===== config.mk =====
export PLATFORM = sky130hd
export DESIGN_NAME = la_capture_seq
export DESIGN_NICKNAME = d
export VERILOG_FILES = /design/src/rtl/la_seq_pkg.sv /design/src/rtl/la_rate_div.sv /design/src/rtl/la_packetizer.sv /design/src/rtl/la_seq_fsm.sv /design/src/rtl/la_capture_seq.sv
export SDC_FILE = /design/constraint.sdc
export NUM_CORES = 1
export LEC_CHECK = 0
export BUFFER_PORTS_ARGS = -buffer_cell sky130_fd_sc_hd__buf_2
export CORE_MARGIN = 1
export CORE_UTILIZATION = 59
export CTS_CLUSTER_DIAMETER = 50
export DETAILED_ROUTE_END_ITERATION = 7
export GPL_TIMING_DRIVEN = 0
export PLACE_DENSITY = 0.88
export SYNTH_ARGS = -nofsm -noshare
export SYNTH_HDL_FRONTEND = slang
export SYNTH_SLANG_ARGS = --single-unit

===== constraint.sdc =====
create_clock -name clk -period 5.45 [get_ports clk]
set_input_delay 1.09 -clock clk [delete_from_list [all_inputs] [get_ports clk]]
set_output_delay 1.09 -clock clk [all_outputs]
set_load 0.01 [all_outputs]

===== src/rtl/la_seq_pkg.sv =====
package la_seq_pkg;
    localparam int CNT_W = 32;
    localparam int CNT_B = CNT_W / 8;

    typedef enum logic [2:0] {
        ST_IDLE, ST_PRE, ST_WAIT, ST_RUN, ST_DONE
    } seq_state_e;

    localparam logic [6:0] A_CTRL  = 7'h00;
    localparam logic [6:0] A_STATH = 7'h01;
    localparam logic [6:0] A_MODE  = 7'h03;
    localparam logic [6:0] A_TOTAL = 7'h10;
    localparam logic [6:0] A_INFO  = 7'h10;
    localparam logic [6:0] A_PRE   = 7'h15;
    localparam logic [6:0] A_DIV   = 7'h1D;
    localparam logic [6:0] A_MASK  = 7'h20;

    localparam logic [7:0] CMD_GO   = 8'h03;
    localparam logic [7:0] CMD_STOP = 8'h00;

    function automatic logic [15:0] state_code(seq_state_e s);
        case (s)
            ST_PRE:  return 16'h85E2;
            ST_WAIT: return 16'h85EA;
            ST_RUN:  return 16'h85EE;
            ST_DONE: return 16'h85ED;
            default: return 16'h85E0;
        endcase
    endfunction
endpackage


===== src/rtl/la_rate_div.sv =====
module la_rate_div #(
    parameter int DIV_W = 16
) (
    input  logic             clk,
    input  logic             rst_n,
    input  logic             en,
    input  logic             restart,
    input  logic [DIV_W-1:0] div,
    output logic             tick
);
    typedef struct packed {
        logic [DIV_W-1:0] cnt;
    } div_s;

    div_s             cur_q, nxt_d;
    logic [DIV_W-1:0] lim;

    always_comb begin
        lim   = (div <= DIV_W'(1)) ? '0 : div - DIV_W'(1);
        tick  = en && (cur_q.cnt >= lim);
        nxt_d = cur_q;
        if (restart || !en || tick) nxt_d.cnt = '0;
        else                        nxt_d.cnt = cur_q.cnt + DIV_W'(1);
    end

    always_ff @(posedge clk or negedge rst_n) begin
        if (!rst_n) cur_q <= '0;
        else        cur_q <= nxt_d;
    end


    tick_spacing_chk: assert property (@(posedge clk) disable iff (!rst_n)
        (tick && lim != '0 && !restart) |=> (!tick || !$stable(div)));
endmodule


===== src/rtl/la_packetizer.sv =====
module la_packetizer #(
    parameter int CH_W  = 16,
    parameter int REP_W = 8,
    parameter int CNT_W = 32
) (
    input  logic                  clk,
    input  logic                  rst_n,
    input  logic                  clear,
    input  logic                  tick,
    input  logic                  flush,
    input  logic [CH_W-1:0]       smp,
    input  logic [CH_W-1:0]       mask,
    output logic                  out_valid,
    output logic [CH_W+REP_W-1:0] out_word,
    output logic [CNT_W-1:0]      out_pos,
    output logic [CNT_W-1:0]      pkt_cnt,
    output logic [CNT_W-1:0]      word_cnt
);
    typedef struct packed {
        logic                  open;
        logic [CH_W-1:0]       cur;
        logic [REP_W-1:0]      rep;
        logic [CNT_W-1:0]      pkt;
        logic [CNT_W-1:0]      pos;
        logic                  vld;
        logic [CH_W+REP_W-1:0] word;
        logic [CNT_W-1:0]      wpos;
    } pk_s;

    pk_s  c_q, n_d;
    logic diff, sat;

    always_comb begin
        diff    = |((smp ^ c_q.cur) & mask);
        sat     = &c_q.rep;
        n_d     = c_q;
        n_d.vld = 1'b0;
        if (clear) begin
            n_d = '0;
        end else if (tick) begin
            if (!c_q.open || diff || sat) begin
                if (c_q.open) begin
                    n_d.vld  = 1'b1;
                    n_d.word = {c_q.rep, c_q.cur};
                    n_d.wpos = c_q.pos;
                    n_d.pos  = c_q.pos + CNT_W'(1);
                end
                n_d.open = 1'b1;
                n_d.cur  = smp;
                n_d.rep  = '0;
                n_d.pkt  = c_q.pkt + CNT_W'(1);
            end else begin
                n_d.rep = c_q.rep + REP_W'(1);
            end
        end else if (flush && c_q.open) begin
            n_d.vld  = 1'b1;
            n_d.word = {c_q.rep, c_q.cur};
            n_d.wpos = c_q.pos;
            n_d.pos  = c_q.pos + CNT_W'(1);
            n_d.open = 1'b0;
        end
    end

    always_ff @(posedge clk or negedge rst_n) begin
        if (!rst_n) c_q <= '0;
        else        c_q <= n_d;
    end

    assign out_valid = c_q.vld;
    assign out_word  = c_q.word;
    assign out_pos   = c_q.wpos;
    assign pkt_cnt   = c_q.pkt;
    assign word_cnt  = c_q.pos;


    emit_cause_chk: assert property (@(posedge clk) disable iff (!rst_n)
        out_valid |-> $past(tick || flush));


    sat_split_chk: assert property (@(posedge clk) disable iff (!rst_n)
        (tick && !clear && c_q.open && (&c_q.rep)) |=> (out_valid && out_word[CH_W +: REP_W] == '1));
endmodule


===== src/rtl/la_seq_fsm.sv =====
module la_seq_fsm
    import la_seq_pkg::*;
(
    input  logic             clk,
    input  logic             rst_n,
    input  logic             cmd_start,
    input  logic             cmd_halt,
    input  logic             tick,
    input  logic             trig,
    input  logic [CNT_W-1:0] pre_cnt,
    input  logic [CNT_W-1:0] total_cnt,
    output seq_state_e       state,
    output logic             enter_run,
    output logic             flush
);
    typedef struct packed {
        seq_state_e       st;
        logic [CNT_W-1:0] scnt;
        logic             fl;
    } fsm_s;

    fsm_s             c_q, n_d;
    logic [CNT_W-1:0] inc;

    always_comb begin
        inc       = c_q.scnt + CNT_W'(1);
        n_d       = c_q;
        n_d.fl    = 1'b0;
        enter_run = 1'b0;
        if (cmd_halt) begin
            n_d.st = ST_IDLE;
        end else if (cmd_start) begin
            n_d.scnt = '0;
            n_d.st   = (pre_cnt == '0) ? ST_WAIT : ST_PRE;
        end else begin
            case (c_q.st)
                ST_PRE: if (tick) begin
                    n_d.scnt = inc;
                    if (inc >= pre_cnt) n_d.st = ST_WAIT;
                end
                ST_WAIT: if (trig) begin
                    n_d.st    = ST_RUN;
                    enter_run = 1'b1;
                end
                ST_RUN: if (tick) begin
                    n_d.scnt = inc;
                    if (inc >= total_cnt) begin
                        n_d.st = ST_DONE;
                        n_d.fl = 1'b1;
                    end
                end
                default: ;
            endcase
        end
    end

    always_ff @(posedge clk or negedge rst_n) begin
        if (!rst_n) c_q <= '{st: ST_IDLE, scnt: '0, fl: 1'b0};
        else        c_q <= n_d;
    end

    assign state = c_q.st;
    assign flush = c_q.fl;


    wait_hold_chk: assert property (@(posedge clk) disable iff (!rst_n)
        (c_q.st == ST_WAIT && !trig && !cmd_start && !cmd_halt) |=> c_q.st == ST_WAIT);


    run_order_chk: assert property (@(posedge clk) disable iff (!rst_n)
        (c_q.st == ST_RUN && !cmd_start && !cmd_halt) |=> (c_q.st == ST_RUN || c_q.st == ST_DONE));


    done_hold_chk: assert property (@(posedge clk) disable iff (!rst_n)
        (c_q.st == ST_DONE && !cmd_start && !cmd_halt) |=> c_q.st == ST_DONE);


    halt_idle_chk: assert property (@(posedge clk) disable iff (!rst_n)
        cmd_halt |=> c_q.st == ST_IDLE);
endmodule


===== src/rtl/la_capture_seq.sv =====
module la_capture_seq
    import la_seq_pkg::*;
#(
    parameter int CH_W  = 16,
    parameter int REP_W = 8,
    parameter int DIV_W = 16
) (
    input  logic                  clk,
    input  logic                  rst_n,
    input  logic                  reg_wr,
    input  logic [6:0]            reg_addr,
    input  logic [7:0]            reg_wdata,
    input  logic [6:0]            rd_addr,
    output logic [7:0]            rd_data,
    input  logic [CH_W-1:0]       smp_in,
    input  logic                  trig_in,
    output logic                  wr_valid,
    output logic [CH_W+REP_W-1:0] wr_word,
    output logic [CNT_W-1:0]      wr_pos,
    output logic                  stream_mode
);
    localparam int CH_B  = CH_W / 8;
    localparam int DIV_B = DIV_W / 8;
    localparam int INF_B = 3 * CNT_B;

    typedef struct packed {
        logic             mode;
        logic [CNT_W-1:0] total;
        logic [CNT_W-1:0] pre;
        logic [DIV_W-1:0] div;
        logic [CH_W-1:0]  mask;
        logic [CNT_W-1:0] pre_pkt;
    } regs_s;

    regs_s              r_q, r_d;
    logic               cmd_start, cmd_halt, tick, enter_run, flush, sampling;
    seq_state_e         state;
    logic [CNT_W-1:0]   pkt_cnt, word_cnt;
    logic [8*INF_B-1:0] info;
    logic [15:0]        code;

    assign cmd_start = reg_wr && reg_addr == A_CTRL && reg_wdata == CMD_GO;
    assign cmd_halt  = reg_wr && reg_addr == A_CTRL && reg_wdata == CMD_STOP;
    assign sampling  = state == ST_PRE || state == ST_RUN;

    always_comb begin
        r_d = r_q;
        if (reg_wr) begin
            if (reg_addr == A_MODE) r_d.mode = reg_wdata[0];
            for (int i = 0; i < CNT_B; i++) begin
                if (reg_addr == A_TOTAL + 7'(i)) r_d.total[8*i +: 8] = reg_wdata;
                if (reg_addr == A_PRE + 7'(i))   r_d.pre[8*i +: 8]   = reg_wdata;
            end
            for (int i = 0; i < DIV_B; i++)
                if (reg_addr == A_DIV + 7'(i)) r_d.div[8*i +: 8] = reg_wdata;
            for (int i = 0; i < CH_B; i++)
                if (reg_addr == A_MASK + 7'(i)) r_d.mask[8*i +: 8] = reg_wdata;
        end
        if (cmd_start)      r_d.pre_pkt = '0;
        else if (enter_run) r_d.pre_pkt = pkt_cnt;
    end

    always_ff @(posedge clk or negedge rst_n) begin
        if (!rst_n) r_q <= '0;
        else        r_q <= r_d;
    end

    la_rate_div #(.DIV_W(DIV_W)) u_div (
        .clk(clk), .rst_n(rst_n), .en(sampling), .restart(cmd_start),
        .div(r_q.div), .tick(tick)
    );

    la_seq_fsm u_fsm (
        .clk(clk), .rst_n(rst_n), .cmd_start(cmd_start), .cmd_halt(cmd_halt),
        .tick(tick), .trig(trig_in), .pre_cnt(r_q.pre), .total_cnt(r_q.total),
        .state(state), .enter_run(enter_run), .flush(flush)
    );

    la_packetizer #(.CH_W(CH_W), .REP_W(REP_W), .CNT_W(CNT_W)) u_pkt (
        .clk(clk), .rst_n(rst_n), .clear(cmd_start), .tick(tick), .flush(flush),
        .smp(smp_in), .mask(r_q.mask), .out_valid(wr_valid), .out_word(wr_word),
        .out_pos(wr_pos), .pkt_cnt(pkt_cnt), .word_cnt(word_cnt)
    );

    always_comb begin
        code = state_code(state);
        info = {word_cnt, r_q.pre_pkt, pkt_cnt};
        if (rd_addr == A_CTRL)       rd_data = code[7:0];
        else if (rd_addr == A_STATH) rd_data = code[15:8];
        else if (rd_addr >= A_INFO && rd_addr < A_INFO + 7'(INF_B))
            rd_data = info[8*int'(rd_addr - A_INFO) +: 8];
        else rd_data = 8'hFF;
    end

    assign stream_mode = r_q.mode;


    start_leaves_idle_chk: assert property (@(posedge clk) disable iff (!rst_n)
        (cmd_start && !cmd_halt) |=> (state == ST_PRE || state == ST_WAIT));


    zero_pre_chk: assert property (@(posedge clk) disable iff (!rst_n)
        (cmd_start && r_q.pre == '0) |=> state == ST_WAIT);
endmodule


Yosys cells after proc, flatten, opt, wreduce, memory -nomap -nowiden
Index checks and enable logic that the tools add are counted.

Add/sub/neg operators: 7. Magnitude comparators: 6. Equality and inequality tests: 28. Shift-type cells: 1. Mux-type cells: 36. Bitwise logic cells: 3. Reduce and logical (&&, ||, !) cells: 43.

Operators with widths (count): 89-bit two-way mux (3); 146-bit two-way mux (1); 121-bit two-way mux (1); 32-bit by 1-bit adder with 32-bit output, second input constant (3); 96-bit by 11-bit variable part select with 8-bit output (1); 7-bit by 5-bit == test with 1-bit output, second input constant (10); 35-bit two-way mux (2); 32-bit >= comparator (2); 32-bit two-way mux (2); 32-bit case mux with 2 select lines (1); 56-bit two-way mux (1); 36-bit two-way mux (1); 32-bit zero test (1); 16-bit two-way mux (2); 8-bit two-way mux (4); 2-bit AND reduction (15); 17-bit two-way mux (1); 16-bit by 1-bit adder with 16-bit output, second input constant (1); 16-bit AND (1); 16-bit >= comparator (1); 16-bit by 1-bit <= comparator with 1-bit output, second input constant (1); 4-bit case mux with 4 select lines (1); 16-bit OR reduction (1); 16-bit by 1-bit subtractor with 16-bit output, second input constant (1); 34 further kinds (66).

Register bits after elaboration: 327. Output and inout port bits: 66.

Longest topological paths before layout
Depth after elaboration: 8. Gate-level depth with buffers: 19. Depth with buffers taken out: 16.

Hierarchy
A second synthesis with hierarchy kept.

Cells, all modules: 1892. Area total of the unflattened synthesis: 19379.8 µm².

Modules (own cells, without submodules): la_packetizer (instances 1, cells each 807, area each 8031.5 µm²); la_capture_seq (instances 1, cells each 439, area each 6077.1 µm²); la_seq_fsm (instances 1, cells each 471, area each 3803.6 µm²); la_rate_div (instances 1, cells each 175, area each 1467.7 µm²).

Worst setup path before layout
OpenSTA, ideal clock, no wires.

Path type: register to register. Start: register r_q[56] in the netlist's numbering. End: register u_pkt.c_q, in the netlist u_pkt.word_cnt[31]. Library setup time: 0.127 ns. Data arrival time: 4.294 ns. Slack: 1.028 ns. Stages on the path, launching flop included: 18. Period minus slack after synthesis: 4.422 ns. Cell sequence: dfrtp_1 or4_1 nor4_1 nand2b_1 nor3_1 nand3_1 clkbuf_1 nand2_1 ha_1 a211oi_1 nor2_1 a2111oi_2 o2bb2ai_1 a21bo_1 clkbuf_1 a21oi_1 or4b_1 mux2_1.

Cells in the longest elaborated chain, start to end: 6.

RTL lines: start: declaration (RTL line la_capture_seq.sv:35) `regs_s r_q, r_d;`; start signal: assignment (RTL line la_capture_seq.sv:65) `else r_q <= r_d;`; 16-bit by 1-bit subtractor with 16-bit output / 16-bit by 1-bit <= comparator with 1-bit output (equally long branches) (RTL line la_rate_div.sv:19) `lim = (div <= DIV_W'(1)) ? '0 : div - DIV_W'(1);`; 16-bit two-way mux (*) (RTL line la_rate_div.sv:19); 16-bit >= comparator (*) (RTL line la_rate_div.sv:20) `tick = en && (cur_q.cnt >= lim);`; 1-bit logical AND (*) (RTL line la_rate_div.sv:20); 3-bit by 1-bit inequality test with 1-bit output (no source line) (tied with other cells); 3-bit AND reduction (no source line) / 146-bit two-way mux (equally long branches); end signal: assignment (RTL line la_packetizer.sv:66) `else c_q <= n_d;`; end: declaration (RTL line la_packetizer.sv:30) `pk_s c_q, n_d;`.

Mark *: on every way between the ends. The rest lies on a longest branch, timed or not. A chain may end at the register's enable or synchronous reset.

Worst setup path in the final report
Start: register r_q[55] in the netlist's numbering. End: register u_pkt.c_q, in the netlist u_pkt.word_cnt[24].

The elaborated chain is that of the path after synthesis.

==> impl_metrics.tcl <==
set metrics [dict create \
    slew_headroom 0.210 \
    ys_seq_area_frac 0.444 \
    fin_crit_sh 0.970 \
    grt_usage 0.312 \
    final_area_sq_mm 0.0208 \
    hold_violations 0 \
    final_max_slew_viol_count 0 \
    synthDistinctLibCells 70 \
    drt_iter0_drc 1583 \
    peakVddDrop_uv 270 \
    async_flop_share 1.00 \
    grt_pass1_wl_microns 77700 \
    tightest_slew_ps 1150 \
    die_h_microns 179 \
    vias 14919 \
    criticalPathCategory "reg2reg" \
    tritoncts "yes" \
    wl_microns 48500 \
    worst_setup_path_end_kind "flop" \
    hp-class "reg2reg" \
    grt_setup_unrepaired "no" \
    p_per_area_mw_per_mm2 272 \
    clock_sinks 327 \
    drcViolationCount 0 \
    drive_above_1_share 0.177 \
    grt_overflow 0 \
    stdcell_count 2394 \
    p_leak_uw 0.0105 \
    ctsHoldBuffers 0 \
    grt_antenna_before_repair 1 \
    final_antenna_net_count 0 \
    skew_ps 22.8 \
    port_buffers 103 \
    crit_required_ps 5850 \
    dp_hpwl_microns 34100 \
    die_w_microns 179 \
    io-pin-count 108 \
    crit_arrival_ps 5690 \
    finalSetupViolCount 0 \
    root_buffer "clkbuf_16" \
    finalNetCount 2104 \
    multi_input_area_sq_mm 0.00914 \
    avgSynthCellArea_sq_um 10.1 \
    insertion_delay_ps 530 \
    status "complete, no violations" \
    synth_flop_cell "dfrtp_1" \
    numCtsBuffers 36 \
    synth_area_sq_mm 0.0184 \
    post-place-cells 2329 \
    synth_edf_count 0 \
    die_area_sq_mm 0.0319 \
    ys_warn_count 0 \
    startpoint_type "flop" \
    clkTransAtPathRegs_ps 60 \
    critPathMaxFanout 10 \
    grt_max_degree 116 \
    cts_max_level 2 \
    syn-num-nets 1959 \
    gp_congestion 0.917 \
    num_rows 64 \
    wire_per_inst_microns 20.2 \
    fillers 2075 \
    fmax_ghz 0.189 \
    clock_path_buffers 3 \
    seqCellArea_sq_mm 0.00818 \
    ys_ff_latch 327 \
    timing.max_cap.violations 0 \
    core_sq_mm 0.0307 \
    netlist_instances 1828 \
    place_area_sq_mm 0.0195 \
    fin_crit_ps 5290 \
    grt_pass1_vias 14918 \
    first_pass_iters 5 \
    areaGrowthSynthToFinish_pct 12.9 \
    via_per_inst 6.23 \
    start_util 0.601 \
]
synthesized netlist by cell type (all sizes together) (4+ instances only):
| master | number | share of area |
|---|---|---|
| nor2b | 4 | 0.0014 |
| inv | 96 | 0.020 |
| or2 | 4 | 0.0014 |
| and3 | 18 | 0.0061 |
| and2 | 13 | 0.0044 |
| a22oi | 6 | 0.0024 |
| and4 | 11 | 0.0052 |
| and3b | 4 | 0.0019 |
| nor2 | 220 | 0.045 |
| buf | 70 | 0.027 |
| mux4 | 24 | 0.029 |
| dfrtp | 327 | 0.44 |
| mux2i | 82 | 0.045 |
| o21ai | 68 | 0.018 |
| xor2 | 64 | 0.030 |
| nor4 | 28 | 0.012 |
| a21o | 15 | 0.0061 |
| xnor2 | 68 | 0.032 |
| clkbuf | 71 | 0.014 |
| o22ai | 9 | 0.0031 |
| o31ai | 9 | 0.0037 |
| ha | 89 | 0.060 |
| a211oi | 20 | 0.0082 |
| o21a | 6 | 0.0024 |
| nor3b | 4 | 0.0016 |
| o41ai | 4 | 0.0019 |
| nand3 | 54 | 0.015 |
| nand2 | 150 | 0.031 |
| mux2 | 76 | 0.046 |
| a21oi | 61 | 0.017 |
| nand2b | 14 | 0.0048 |
| a22o | 30 | 0.014 |
| a31oi | 8 | 0.0027 |
| nand4 | 28 | 0.011 |
| nor3 | 21 | 0.0057 |
| a2111oi | 12 | 0.0069 |
per-layer routing:
| metal | part of all wire | wire, microns | GRT usage |
|---|---|---|---|
| met1 | 0.39 | 18900 | 0.399 |
| met2 | 0.48 | 23400 | 0.515 |
| met3 | 0.085 | 4100 | 0.0577 |
| met4 | 0.042 | 2020 | 0.142 |
| met5 | 0 | 0 | 0 |
timing repair:
action	in CTS	in global routing
pin swaps	1	0
buffers inserted	2	0
setup endpoints to repair	47	133
gates resized for setup	3	13
sequential cells by signal (all words and copies together) (netlist names), 3 cells and up:
signal	flops
info	32
r_q	96
u_div.cur_q	16
u_fsm.c_q	32
u_fsm.state	3
u_pkt.c_q	25
u_pkt.out_pos	32
u_pkt.out_word	24
u_pkt.pkt_cnt	32
u_pkt.word_cnt	32
final cells by class:
cell class | count | share of cell area
clock inverters | 15 | 0.0109
multi-input cells | 1264 | 0.439
flip-flops and latches | 327 | 0.393
plain buffers | 141 | 0.0373
well taps | 396 | 0.0238
diodes | 2 | 0.000241
repair buffers | 107 | 0.0286
inverters | 96 | 0.0173
clock buffers | 46 | 0.0490
path summary, 6_finish.rpt:
kind                                             endpoint  slack [ps]  cells past startpoint                 startpoint
hold reg to reg                 u_fsm.c_q[32]$_DFFE_PN0P_         490                      1  u_fsm.c_q[32]$_DFFE_PN0P_
max in group asynchronous       u_fsm.c_q[21]$_DFFE_PN0P_        3780                      2                      rst_n
setup / recovery           u_pkt.word_cnt[24]$_DFFE_PN0P_         160                     18        r_q[55]$_DFFE_PN0P_
hold / removal                  u_fsm.c_q[32]$_DFFE_PN0P_         490                      1  u_fsm.c_q[32]$_DFFE_PN0P_
min in group asynchronous       u_div.cur_q[10]$_DFF_PN0_         620                      1                      rst_n
setup reg to reg           u_pkt.word_cnt[24]$_DFFE_PN0P_         160                     18        r_q[55]$_DFFE_PN0P_
cells in the final DEF, fill, tap and decap left out, types with 11 or more instances in the layout:
cell and count:
a211oi_1 20, a21o_1 15, a21oi_1 60, a22o_1 30, and2_1 13, and3_1 18, and4_1 11, buf_2 107
buf_4 64, clkbuf_1 70, clkbuf_16 37, dfrtp_1 327, ha_1 89, inv_1 96, mux2_2 75, mux2i_1 82
mux4_2 24, nand2_1 150, nand2b_1 14, nand3_1 52, nand4_1 25, nor2_1 219, nor3_1 21, nor4_1 24
o21ai_0 64, xnor2_1 68, xor2_1 64
stage by stage:
| step | setup WS [ps] | hold slack [ps] | power [uW] | utilization | setup TNS [ps] |
|---|---|---|---|---|---|
| after global placement | -2700 | 475 | 3050 | 0.634 | -870980 |
| after detailed placement | -278 | 482 | 3100 | 0.636 | -7530 |
| final | 165 | 486 | 5660 | 0.678 | 0 |
| after floorplan | 1030 | 457 | 2900 | - | 0 |
| after CTS | 85.4 | 488 | 5660 | 0.677 | 0 |
| after global routing | 8.92 | 497 | 5830 | 0.678 | 0 |
critical path, stage by stage, from the launching register on:
cell and delay, ps:
dfrtp_1 430, or4_1 620, nor4_2 260, nand2b_1 160
nor3_1 360, nand3_2 210, clkbuf_1 260, nand2_1 120
ha_1 240, a211oi_1 230, nor2_1 80, a2111oi_2 380
o2bb2ai_2 270, nand3b_1 300, buf_4 190, clkbuf_1 510
a211oi_1 240, xnor2_1 220, nor2_1 60
where the power goes:
| part | leakage, uW | switching (uW) | internal [uW] | total [uW] |
|---|---|---|---|---|
| Sequential | 0.00430 | 51.7 | 2500 | 2550 |
| Clock | 0.000616 | 1020 | 1570 | 2580 |
| Combinational | 0.00562 | 329 | 202 | 531 |
| Total | 0.0105 | 1400 | 4260 | 5660 |
logic make-up after synthesis:
logic type	after synthesis	share of synthesized area
muxes	182	0.120
AOI/OAI and AO/OA	271	0.0978
DFF	327	0.444
adders and majority gates	89	0.0605
xor gates and xnor gates	132	0.0628
and+or+nand+nor	590	0.153
buffers and inverters	237	0.0613
Note: power is estimated with default switching activity, not from simulation.
